--- src/rtl/bpm_cdr_pkg.sv ---
package bpm_cdr_pkg;

  typedef enum logic [1:0] {
    RATE_X1 = 2'd0,
    RATE_X2 = 2'd1,
    RATE_X4 = 2'd2,
    RATE_X8 = 2'd3
  } rate_e;

  // clocks per bit cell for a rate code; the fastest rate uses spb_fast
  function automatic int unsigned cell_len(input logic [1:0] r, input int unsigned spb_fast);
    return spb_fast << (2'd3 - r);
  endfunction

endpackage

--- src/rtl/bpm_sync.sv ---
module bpm_sync #(
  parameter int unsigned STAGES = 2
) (
  input  logic clk,
  input  logic rst,
  input  logic line_i,
  output logic edge_o
);
  logic [STAGES-1:0] sr_q;
  logic              prev_q;

  always_ff @(posedge clk) begin
    if (rst) begin
      sr_q   <= '0;
      prev_q <= 1'b0;
    end else begin
      sr_q   <= {sr_q[STAGES-2:0], line_i};
      prev_q <= sr_q[STAGES-1];
    end
  end

  assign edge_o = sr_q[STAGES-1] ^ prev_q;

endmodule

--- src/rtl/bpm_cell.sv ---
module bpm_cell
  import bpm_cdr_pkg::*;
#(
  parameter int unsigned SPB_FAST   = 8,
  parameter int unsigned IDLE_CELLS = 4
) (
  input  logic       clk,
  input  logic       rst,
  input  logic       edge_i,
  input  logic [1:0] rate_i,
  input  logic       rate_chg_i,
  output logic       bit_o,
  output logic       bit_vld_o,
  output logic       rclk_o,
  output logic       emit_o,
  output logic       ferr_o,
  output logic       starve_o
);
  localparam int unsigned SPB_SLOW = SPB_FAST * 8;
  localparam int unsigned PW       = $clog2(SPB_SLOW * 2) + 1;
  localparam int unsigned IW       = $clog2(SPB_SLOW * IDLE_CELLS) + 1;
  localparam logic [PW-1:0] POS_MAX = '1;

  int unsigned   n_w;
  logic [PW-1:0] lo_c, hi_c, half_c;
  logic [IW-1:0] lim_c;
  logic [PW-1:0] pos_q, pos_d;
  logic [IW-1:0] idle_q, idle_d;
  logic          framed_q, framed_d, mid_q, mid_d;
  logic          early, late, start;

  always_comb begin
    n_w    = cell_len(rate_i, SPB_FAST);
    lo_c   = PW'((n_w * 3) / 8);
    hi_c   = PW'((n_w * 5) / 8);
    half_c = PW'(n_w / 2);
    lim_c  = IW'(n_w * IDLE_CELLS);

    early    = pos_q < lo_c;
    late     = pos_q > hi_c;
    emit_o   = !rate_chg_i && edge_i && framed_q && late;
    ferr_o   = !rate_chg_i && edge_i && framed_q && early;
    start    = !rate_chg_i && edge_i && (!framed_q || late);
    starve_o = !rate_chg_i && !edge_i && (idle_q == lim_c - IW'(1));

    if (rate_chg_i)          pos_d = '0;
    else if (start)          pos_d = PW'(1);
    else if (pos_q != POS_MAX) pos_d = pos_q + PW'(1);
    else                     pos_d = pos_q;

    if (rate_chg_i || ferr_o || starve_o) framed_d = 1'b0;
    else if (start)                       framed_d = 1'b1;
    else                                  framed_d = framed_q;

    if (rate_chg_i || start || ferr_o)                mid_d = 1'b0;
    else if (edge_i && framed_q && !early && !late)   mid_d = 1'b1;
    else                                              mid_d = mid_q;

    if (rate_chg_i || edge_i) idle_d = '0;
    else if (idle_q != lim_c) idle_d = idle_q + IW'(1);
    else                      idle_d = idle_q;
  end

  always_ff @(posedge clk) begin
    if (rst) begin
      pos_q     <= '0;
      idle_q    <= '0;
      framed_q  <= 1'b0;
      mid_q     <= 1'b0;
      bit_o     <= 1'b0;
      bit_vld_o <= 1'b0;
      rclk_o    <= 1'b0;
    end else begin
      pos_q     <= pos_d;
      idle_q    <= idle_d;
      framed_q  <= framed_d;
      mid_q     <= mid_d;
      bit_vld_o <= emit_o;
      if (emit_o) bit_o <= mid_q;
      rclk_o    <= framed_d && (pos_d <= half_c);
    end
  end

  // a cell is at least 5N/8 long, so strobes never touch
  p_vld_gap_r2: assert property (@(posedge clk) disable iff (rst)
    bit_vld_o |=> !bit_vld_o);

  // each strobe coincides with the start of a recovered clock high phase
  p_vld_clk_r5: assert property (@(posedge clk) disable iff (rst)
    bit_vld_o |-> rclk_o);

endmodule

--- src/rtl/bpm_lock.sv ---
module bpm_lock #(
  parameter int unsigned GOOD_CELLS = 16
) (
  input  logic clk,
  input  logic rst,
  input  logic emit_i,
  input  logic ferr_i,
  input  logic starve_i,
  input  logic rate_chg_i,
  output logic lol_o
);
  localparam int unsigned GW = $clog2(GOOD_CELLS + 1);
  localparam logic [GW-1:0] GOOD_LAST = GW'(GOOD_CELLS - 1);

  logic [GW-1:0] good_q;

  always_ff @(posedge clk) begin
    if (rst) begin
      good_q <= '0;
      lol_o  <= 1'b1;
    end else if (ferr_i || starve_i || rate_chg_i) begin
      good_q <= '0;
      lol_o  <= 1'b1;
    end else if (emit_i && lol_o) begin
      good_q <= good_q + GW'(1);
      if (good_q == GOOD_LAST) lol_o <= 1'b0;
    end
  end

  // lock is only gained on a decoded cell
  p_unlock_on_bit_r6: assert property (@(posedge clk) disable iff (rst)
    $fell(lol_o) |-> $past(emit_i));

  // a silent line always drops lock
  p_starve_lol_r7: assert property (@(posedge clk) disable iff (rst)
    starve_i |=> lol_o);

  // an early transition always drops lock
  p_ferr_lol_r8: assert property (@(posedge clk) disable iff (rst)
    ferr_i |=> lol_o);

endmodule

--- src/rtl/bpm_cdr.sv ---
module bpm_cdr
  import bpm_cdr_pkg::*;
#(
  parameter int unsigned SYNC_STAGES = 2,
  parameter int unsigned SPB_FAST    = 8,
  parameter int unsigned IDLE_CELLS  = 4,
  parameter int unsigned GOOD_CELLS  = 16
) (
  input  logic       clk,
  input  logic       rst,
  input  logic       line_i,
  input  logic [1:0] rate_i,
  output logic       bit_o,
  output logic       bit_vld_o,
  output logic       rclk_o,
  output logic       lol_o
);
  logic [1:0] rate_q;
  logic       rate_chg;
  logic       edge_w, emit_w, ferr_w, starve_w;

  always_ff @(posedge clk) rate_q <= rate_i;

  assign rate_chg = !rst && (rate_i != rate_q);

  bpm_sync #(.STAGES(SYNC_STAGES)) u_sync (
    .clk    (clk),
    .rst    (rst),
    .line_i (line_i),
    .edge_o (edge_w)
  );

  bpm_cell #(.SPB_FAST(SPB_FAST), .IDLE_CELLS(IDLE_CELLS)) u_cell (
    .clk        (clk),
    .rst        (rst),
    .edge_i     (edge_w),
    .rate_i     (rate_q),
    .rate_chg_i (rate_chg),
    .bit_o      (bit_o),
    .bit_vld_o  (bit_vld_o),
    .rclk_o     (rclk_o),
    .emit_o     (emit_w),
    .ferr_o     (ferr_w),
    .starve_o   (starve_w)
  );

  bpm_lock #(.GOOD_CELLS(GOOD_CELLS)) u_lock (
    .clk        (clk),
    .rst        (rst),
    .emit_i     (emit_w),
    .ferr_i     (ferr_w),
    .starve_i   (starve_w),
    .rate_chg_i (rate_chg),
    .lol_o      (lol_o)
  );

  // switching rate forces loss of lock on the next edge
  p_rate_lol_r9: assert property (@(posedge clk) disable iff (rst)
    rate_chg |=> lol_o);

endmodule

--- config.mk ---
export PLATFORM = sky130hd
export DESIGN_NAME = bpm_cdr
export DESIGN_NICKNAME = d
export VERILOG_FILES = /design/src/rtl/bpm_cdr_pkg.sv /design/src/rtl/bpm_sync.sv /design/src/rtl/bpm_cell.sv /design/src/rtl/bpm_lock.sv /design/src/rtl/bpm_cdr.sv
export SDC_FILE = /design/constraint.sdc
export NUM_CORES = 1
export LEC_CHECK = 0
export CORE_UTILIZATION = 45
export DETAILED_ROUTE_END_ITERATION = 8
export GPL_TIMING_DRIVEN = 0
export SETUP_SLACK_MARGIN = 0.3
export SLEW_MARGIN = 10
export SYNTH_ARGS = -nofsm -noshare
export SYNTH_HDL_FRONTEND = slang
export SYNTH_SLANG_ARGS = --single-unit
--- constraint.sdc ---
create_clock -name clk -period 5.4 [get_ports clk]
set_input_delay 1.62 -clock clk [delete_from_list [all_inputs] [get_ports clk]]
set_output_delay 1.62 -clock clk [all_outputs]
set_load 0.02 [all_outputs]
==> results.sh, run 1 <==
export IMPL_skew_ns=0.007009
export IMPL_fin_crit_ns=3.883
export IMPL_synth_cell_types=39
export IMPL_grt_ovfl_total=0
export IMPL_worstPathMaxFanout=5
export IMPL_synth_cell_area_um2=2043
export IMPL_p_leak_nw=0.9278
export IMPL_antenna_found_initial=0
export IMPL_cts_clk_slew_worst_paths_ns=0.07
export IMPL_synth_flop_cell="dfxtp_1"
export IMPL_antenna_cells=0
export IMPL_grt_max_degree=11
export IMPL_async_flop_share=0
export IMPL_rsz0062_at_grt="false"
export IMPL_synth_edff_count=0
export IMPL_powerDensity_nw_per_um2=237.1
export IMPL_vias=1621
export IMPL_syn_to_final_growth_pct=12.80
export IMPL_hold_class="flop to flop"
export IMPL_place_congestion=0.7628
export IMPL_clock_tree_buffer_depth=2
export IMPL_first_pass_iters=4
export IMPL_power_mw=0.5463
export IMPL_synth_nets=273
export IMPL_status="complete, no violations"
export IMPL_clk_latency_ns=0.28
export IMPL_yosysSeqAreaShare=0.3233
export IMPL_cts_setup_buffers=0
export IMPL_finalSetupTns_ns=0
export IMPL_syn_inst=240
export IMPL_cts_buffers=5
export IMPL_arrival_ns=4.11
export IMPL_fp_row_count=24
export IMPL_cts_sinks=33
export IMPL_cp_start_kind="input pin"
export IMPL_dieArea_um2=4814
export IMPL_drive_above_1_share=0.05469
export IMPL_grt_pass1_wl_um=7251
export IMPL_wire_per_inst_um=13.34
export IMPL_timing_final_crit_share=0.7191
export IMPL_h_tree_depth=2
export IMPL_layout_common_cells="41 x nor2_1, 33 x dfxtp_1, 28 x ha_1"
export IMPL_fp_dieH_um=69.38
export IMPL_critPathKind="input pin to flop"
export IMPL_die_w_um=69.38
export IMPL_cts_hold_buf=0
export IMPL_cts_resized=0
export IMPL_drt_vias_per_instance=5.263
export IMPL_worst_ir_drop_vdd_v=0.0001223
export IMPL_yosys_register_bits=33
export IMPL_cap_violations=0
export IMPL_drt_iter0_drc=67
export IMPL_final_nets=288
export IMPL_drv_slew=0
export IMPL_initial_core_util=0.4693
export IMPL_ys_warn_count=0
export IMPL_max_freq_mhz=257.5
export IMPL_layout_commonest_cell="nor2_1"
export IMPL_postSynthAreaPerCell_um2=8.513
export IMPL_coreArea_um2=4354
export IMPL_cts_tree="yes"
export IMPL_drtAntennaViolNets=0
export IMPL_setup_viol=0
export IMPL_root_buffer="clkbuf_8"
export IMPL_num_io_pins=9
export IMPL_final_hold_violation_count=0
export IMPL_required_ns=5.62
export IMPL_track_usage=0.1867
export IMPL_io_buffer_count=8
export IMPL_drt_total_wl_um=4110
export IMPL_cp_end_kind="flop"
export IMPL_grt_pass1_vias=1578
export IMPL_slew_headroom=0.5336
export IMPL_holdWs_ns=0.4575
export IMPL_worst_pin_slew_ns=0.6950
export IMPL_drc=0
export IMPL_dpl_hpwl_um=3142
## power by group
part           switching (mW)  internal [mW]
Sequential            0.00361          0.246
Clock                  0.0903          0.150
Combinational          0.0319         0.0236
## sequential cells by signal, summed over array words and instances, names as in the netlist, 2 cells and up
signal         count
rate_q             2
u_sync.sr_q        2
u_cell.idle_q      9
u_lock.good_q      5
u_cell.pos_q       8
## critical path: stages
cell and delay, ns:
clkdlybuf4s50_1 0.43, xnor2_1 0.14, a21oi_1 0.42, o21bai_1 0.30, nor2_1 0.12, ha_1 0.33
a21oi_1 0.15, o21ai_0 0.11, a32oi_1 0.17, o31a_1 0.16, o211a_1 0.15
## area by class of cell
type | instances | area (um^2)
buffer | 1 | 11.26
clock buffer | 7 | 86.33
clock inverter | 1 | 30.03
fill | 419 | 2049
inverter | 19 | 71.32
multi-input combinational | 187 | 1300
sequential | 33 | 660.6
tap | 52 | 65.06
timing repair buffer | 8 | 80.08
## cells in the mapped netlist (all sizes together), types with 3 or more instances
library cell  number  area [um^2]
mux2i              4        40.04
ha                28        350.3
nor2b              4        25.02
xnor2             14        122.6
nand4              8        50.05
nand3             10        50.05
a21oi             12        60.06
nand2             11        41.29
inv               19        71.32
or3                5        31.28
or2                3        18.77
nor2              42        165.2
dfxtp             33        660.6
o21ai             12        60.06
xor2               9        78.83
## worst paths after layout
kind                                     start        endpoint  slack, ns  cells after the start
worst max-delay path                 rate_i[0]   u_cell.rclk_o       1.52                     11
worst min-delay path            u_sync.sr_q[0]  u_sync.sr_q[1]       0.46                      1
worst min register to register  u_sync.sr_q[0]  u_sync.sr_q[1]       0.46                      1
worst max register to register       rate_q[0]   u_cell.rclk_o       1.90                     16
## per-layer routing
layer	vias to the layer above	GRT usage	wire [um]
met3	2	0.04506	101
met1	741	0.2584	2229
met4	0	0.04082	9
li1	861	-	-
met2	17	0.2945	1770
met5	-	0	0
## logic make-up after synthesis
kind of cell | synth area share
and+or+nand+nor | 0.2315
AOI/OAI and AO/OA | 0.1151
DFF | 0.3233
adders and majority gates | 0.1715
xor gates and xnor gates | 0.09859
buffers and inverters | 0.04042
muxes | 0.01960
## through the flow
| stage | std cells | area, um^2 | util | worst slack [ns] |
|---|---|---|---|---|
| after global placement | 300 | 2188 | 0.5026 | 1.216 |
| after floorplan | 240 | 2043 | - | 2.051 |
| final | 308 | 2305 | 0.5293 | 1.517 |
| after global routing | 308 | 2305 | 0.5293 | 1.283 |
| after detailed placement | 300 | 2188 | 0.5026 | 1.232 |
| after CTS | 308 | 2305 | 0.5293 | 1.514 |
Power figures use the tool's default switching activity.
==> inputs of run 2 (changes only) <==
- clock period: 5.4 -> 3.3 ns (I/O delays scaled with it)
==> run 2 against run 1 <==
Net effect:
- count of clock-buffer cells in the layout did not move
- sequential power rose by 64%
- sequential cell count did not move
- clock power rose by 66%
- critical path depth did not move
- critical path type unchanged
- largest power group unchanged
- highest routed layer unchanged
==> results.sh, run 2 (synthesis results as in run 1) <==
export IMPL_status="complete, no violations"
export IMPL_max_stage_delay_ns=0.42
export IMPL_wire_per_inst_um=13.77
export IMPL_rsz0062_at_grt="true"
export IMPL_timing_final_crit_share=0.8644
export IMPL_vias=1694
export IMPL_r2r_cells=16
export IMPL_crit_path_top_delay_cell="clkdlybuf4s50_1"
export IMPL_largest_register="u_cell.idle_q"
export IMPL_dpl_cell_count=300
export IMPL_utilization=0.5753
export IMPL_r2r_end="u_cell.rclk_o"
export IMPL_p_leak_nw=0.9795
export IMPL_coreArea_um2=4354
export IMPL_reg2reg_slack_ns=0.46
export IMPL_final_nets=299
export IMPL_antenna_cells=0
export IMPL_slew_headroom=0.5060
export IMPL_top_regs="u_cell.idle_q (9), u_cell.pos_q (8), u_lock.good_q (5)"
export IMPL_fp_row_count=24
export IMPL_finalNonFillerCells=319
export IMPL_fin_crit_ns=2.852
export IMPL_max_freq_mhz=350.6
export IMPL_grt_max_degree=11
export IMPL_track_usage=0.1942
export IMPL_skew_ns=0.006240
export IMPL_h_tree_depth=2
export IMPL_drt_iter0_drc=64
export IMPL_first_pass_iters=4
export IMPL_cts_buffers=5
export IMPL_arrival_ns=3.09
export IMPL_worst_pin_slew_ns=0.7357
export IMPL_r2r_start="rate_q[1]"
export IMPL_worstPathMaxFanout=5
export IMPL_drtAntennaViolNets=0
export IMPL_dpl_hpwl_um=3159
export IMPL_powerDensity_nw_per_um2=368.8
export IMPL_dieArea_um2=4814
export IMPL_crit_path_cell_trace="clkdlybuf4s50_1 -> xnor2_1 -> a21oi_2 -> o21bai_4 -> nor2_2 -> ha_4 -> nand4_1 -> nor2_1 -> a32oi_1 -> o31a_1 -> o211a_1"
export IMPL_multi_input_area_um2=1404
export IMPL_hold_path_end="u_sync.sr_q[1]"
export IMPL_initial_core_util=0.4693
export IMPL_worst_ir_drop_vdd_v=0.0002672
export IMPL_cp_end_kind="flop"
export IMPL_fp_dieH_um=69.38
export IMPL_grt_ovfl_total=0
export IMPL_io_buffer_count=8
export IMPL_drt_vias_per_instance=5.310
export IMPL_num_io_pins=9
export IMPL_final_setup_worst_slack_ns=0.4476
export IMPL_root_buffer="clkbuf_8"
export IMPL_ff_latch_area_um2=668.1
export IMPL_syn_to_final_growth_pct=22.60
export IMPL_cts_hold_buf=0
export IMPL_crit_buf_inv=1
export IMPL_placed_area_um2=2193
export IMPL_drv_slew=0
export IMPL_layout_common_cells="37 x nor2_1, 31 x dfxtp_1, 22 x ha_1"
export IMPL_cts_tree="yes"
export IMPL_hold_class="flop to flop"
export IMPL_clock_tree_buffer_depth=2
export IMPL_cts_clk_slew_worst_paths_ns=0.07
export IMPL_die_w_um=69.38
export IMPL_fin_area_um2=2505
export IMPL_clk_latency_ns=0.29
export IMPL_cts_sinks=33
export IMPL_drt_total_wl_um=4392
export IMPL_antenna_found_initial=0
export IMPL_worstHoldStart="u_sync.sr_q[0]"
export IMPL_setup_viol=0
export IMPL_layout_commonest_cell="nor2_1"
export IMPL_fillers=388
export IMPL_min_path_cells=1
export IMPL_drc=0
export IMPL_place_ws_ns=-0.2110
export IMPL_required_ns=3.54
export IMPL_place_congestion=0.8319
export IMPL_cp_start_kind="input pin"
export IMPL_final_hold_violation_count=0
export IMPL_cp_top_family="compound AO/OA/AOI/OAI gates"
export IMPL_cap_violations=0
export IMPL_critPathKind="input pin to flop"
export IMPL_drive_above_1_share=0.1723
export IMPL_grt_pass1_wl_um=7410
export IMPL_grt_pass1_vias=1638
export IMPL_largest_register_ffs=9
## run 2: worst reg2reg max path: stages, from the launching register on
cell and delay, ns:
dfxtp_4 0.37, inv_2 0.08, ha_2 0.18, inv_2 0.05, ha_4 0.22, a2111o_1 0.39, o21ai_1 0.10, nand2_1 0.10
nor2_4 0.12, o21bai_4 0.10, nor2_2 0.19, ha_4 0.23, nand4_1 0.14, nor2_1 0.06, a32oi_1 0.18, o31a_1 0.15
o211a_1 0.14
## run 2: worst max path at each step
| stage | start | end | cells past startpoint |
|---|---|---|---|
| floorplan | rate_q[0] | u_cell.rclk_o | 16 |
| global placement | rate_i[0] | u_cell.rclk_o | 11 |
| detailed placement | rate_i[0] | u_cell.rclk_o | 11 |
| CTS | rate_q[1] | u_cell.rclk_o | 16 |
| global route | rate_q[1] | u_cell.rclk_o | 16 |
| finish | rate_i[1] | u_cell.rclk_o | 11 |
## run 2: cell type report
class / instances / share of cell area
Buffer: 1 / 0.004496
Tap cell: 52 / 0.02597
Inverter: 19 / 0.02947
Timing Repair Buffer: 19 / 0.06643
Sequential cell: 33 / 0.2667
Clock inverter: 1 / 0.01199
Clock buffer: 7 / 0.03447
Multi-Input combinational cell: 187 / 0.5604
## run 2: layer usage
layer | GRT usage | up-vias | share of wire
li1 | - | 884 | -
met1 | 0.2457 | 775 | 0.48
met2 | 0.3139 | 22 | 0.47
met3 | 0.04651 | 13 | 0.021
met4 | 0.08390 | 0 | 0.027
met5 | 0 | - | 0
## run 2: power breakdown
| part | switching, mW | internal [mW] |
|---|---|---|
| sequential | 0.00620 | 0.403 |
| clock | 0.153 | 0.246 |
| combinational | 0.0608 | 0.0551 |
| total | 0.220 | 0.704 |
## run 2: per-stage QoR
step           hold WS, ns  setup TNS [ns]  total power [mW]
2_1_floorplan       0.4138               0            0.4836
3_5_place_dp        0.4336         -0.2110            0.5089
6_report            0.4420               0            0.9239
4_1_cts             0.4503               0            0.9169
3_3_place_gp        0.4420         -0.2297            0.5077
5_1_grt             0.4636               0            0.9628
## run 2: timing repair
item / CTS / global route
pin swaps: 6 / 15
endpoints found under the setup margin: 1 / 2
resized for setup: 14 / 15
buffers inserted: 4 / 7
hold endpoints to repair: 0 / 0
==> inputs of run 3 (changes only) <==
- clock period: 3.3 -> 2.31 ns (I/O delays scaled with it)
==> run 3 against run 2 <==
Net effect:
- the run now ends with negative setup slack left
- sequential power is 43% higher
- power is 45% higher
- combinational power is 63% higher
- via count is 2.4% higher
- final area is 7.1% higher
- critical endpoint unchanged
- largest cell class unchanged
- highest routed layer unchanged
==> results.sh, run 3 (synthesis results as in run 1) <==
export IMPL_status="finished, violations left"
export IMPL_violations="negative setup slack"
export IMPL_holdWs_ns=0.4451
export IMPL_cp_end_kind="flop"
export IMPL_layout_common_cells="40 x nor2_1, 31 x dfxtp_1, 20 x buf_4"
export IMPL_antenna_cells=0
export IMPL_arrival_ns=3.21
export IMPL_max_stage_delay_ns=0.46
export IMPL_antenna_found_initial=0
export IMPL_powerDensity_nw_per_um2=498.7
export IMPL_reg2reg_slack_ns=-0.67
export IMPL_root_buffer="clkbuf_8"
export IMPL_placed_area_um2=2256
export IMPL_r2r_end="u_cell.rclk_o"
export IMPL_grt_ovfl_total=0
export IMPL_cts_sinks=33
export IMPL_slew_headroom=0.4757
export IMPL_hold_path_end="u_sync.sr_q[1]"
export IMPL_timing_final_crit_share=1.292
export IMPL_top_regs="u_cell.idle_q (9), u_cell.pos_q (8), u_lock.good_q (5)"
export IMPL_drt_iter0_drc=109
export IMPL_max_freq_mhz=335.2
export IMPL_final_setup_worst_slack_ns=-0.6735
export IMPL_final_nets=311
export IMPL_io_buffer_count=8
export IMPL_r2r_cells=16
export IMPL_min_path_cells=1
export IMPL_drv_slew=0
export IMPL_cts_tree="yes"
export IMPL_num_io_pins=9
export IMPL_dpl_hpwl_um=3162
export IMPL_wire_per_inst_um=13.67
export IMPL_p_leak_nw=1.042
export IMPL_coreArea_um2=4354
export IMPL_cap_violations=0
export IMPL_drt_vias_per_instance=5.239
export IMPL_skew_ns=0.005458
export IMPL_initial_core_util=0.4693
export IMPL_worst_pin_slew_ns=0.7808
export IMPL_first_pass_iters=4
export IMPL_cts_buffers=5
export IMPL_grt_pass1_wl_um=7762
export IMPL_dieArea_um2=4814
export IMPL_rsz0062_at_grt="true"
export IMPL_crit_path_top_delay_cell="a2111o_1"
export IMPL_drive_above_1_share=0.2401
export IMPL_worst_ir_drop_vdd_v=0.0006274
export IMPL_place_ws_ns=-0.7623
export IMPL_fin_area_um2=2683
export IMPL_grt_max_degree=11
export IMPL_grt_pass1_vias=1721
export IMPL_h_tree_depth=2
export IMPL_largest_register="u_cell.idle_q"
export IMPL_critPathKind="flop to flop"
export IMPL_syn_to_final_growth_pct=31.29
export IMPL_clock_tree_buffer_depth=2
export IMPL_setup_viol=19
export IMPL_ff_latch_area_um2=668.1
export IMPL_r2r_start="rate_q[0]"
export IMPL_hold_class="flop to flop"
export IMPL_fin_crit_ns=2.983
export IMPL_worstHoldStart="u_sync.sr_q[0]"
export IMPL_required_ns=2.54
export IMPL_die_w_um=69.38
export IMPL_largest_register_ffs=9
export IMPL_cts_hold_buf=0
export IMPL_final_hold_violation_count=0
export IMPL_crit_path_cell_trace="inv_6 -> ha_4 -> inv_4 -> ha_4 -> a2111o_1 -> o21ai_1 -> nand2_1 -> nor2_4 -> o21bai_4 -> nor2_1 -> ha_1 -> nand4_1 -> nor2_1 -> a32oi_1 -> o31a_1 -> o211a_1"
export IMPL_cts_clk_slew_worst_paths_ns=0.06
export IMPL_clk_latency_ns=0.29
export IMPL_drt_total_wl_um=4525
export IMPL_cp_start_kind="flop"
export IMPL_layout_commonest_cell="nor2_1"
export IMPL_track_usage=0.2023
export IMPL_vias=1734
export IMPL_place_congestion=0.8009
export IMPL_fillers=369
export IMPL_utilization=0.6161
export IMPL_drc=0
export IMPL_multi_input_area_um2=1474
export IMPL_worstPathMaxFanout=6
export IMPL_fp_dieH_um=69.38
export IMPL_drtAntennaViolNets=0
export IMPL_fp_row_count=24
## run 3: cell count changes in the layout (fill, tap and decap cells not counted), sizes merged
cell / change
buf: +12
## run 3: metal layers
layer,track usage,up-vias,wire (um)
met5,0,-,0
met1,0.2609,810,2172
met2,0.3409,11,2188
met4,0.04762,0,62
met3,0.04797,7,102
li1,-,906,-
## run 3: final cells by class
| class | instances | share of cell area |
|---|---|---|
| Multi-Input combinational cell | 187 | 0.5494 |
| Sequential cell | 33 | 0.2491 |
| Timing Repair Buffer | 31 | 0.09841 |
| Clock buffer | 7 | 0.03218 |
| Inverter | 19 | 0.03125 |
| Tap cell | 52 | 0.02425 |
| Clock inverter | 1 | 0.01119 |
| Buffer | 1 | 0.004198 |
## run 3: worst max-delay path by stage
stage,from,to,slack [ns],cells after the start
final,rate_q[0],u_cell.rclk_o,-0.67,16
after global routing,rate_q[0],u_cell.rclk_o,-0.84,16
after CTS,rate_q[0],u_cell.rclk_o,-0.59,16
after detailed placement,rate_q[0],u_cell.rclk_o,-0.76,16
after global placement,rate_q[0],u_cell.rclk_o,-0.77,16
after floorplan,rate_q[0],u_cell.rclk_o,-0.43,16
## run 3: power by group
| group | total (mW) | internal, mW | switching (mW) |
|---|---|---|---|
| logic | 0.189 | 0.0941 | 0.0945 |
| clock network | 0.564 | 0.352 | 0.212 |
| registers | 0.585 | 0.575 | 0.0102 |
| total | 1.34 | 1.02 | 0.317 |
## run 3: critical path: cells and delay by family, from the launching register on
kind / cells / cell delay (ns)
flip-flops: 1 / 0.40
AO/OA/AOI/OAI: 6 / 1.17
buffers and inverters: 2 / 0.12
AND/OR/NAND/NOR: 5 / 0.61
adder cells (fa/ha/maj): 3 / 0.64
## run 3: timing repair
| item | CTS | global route |
|---|---|---|
| buffers inserted | 18 | 5 |
| endpoints found under the setup margin | 18 | 19 |
| resized for setup | 24 | 8 |
| pin swaps | 18 | 8 |
## run 3: metrics by stage
stage                     total power, mW  instances  setup TNS [ns]
after CTS                           1.341        326          -3.213
after floorplan                    0.7000        240         -0.5463
after detailed placement           0.7380        300          -5.925
after global placement             0.7354        300          -6.038
after global routing                1.399        331          -7.723
final                               1.338        331          -4.942
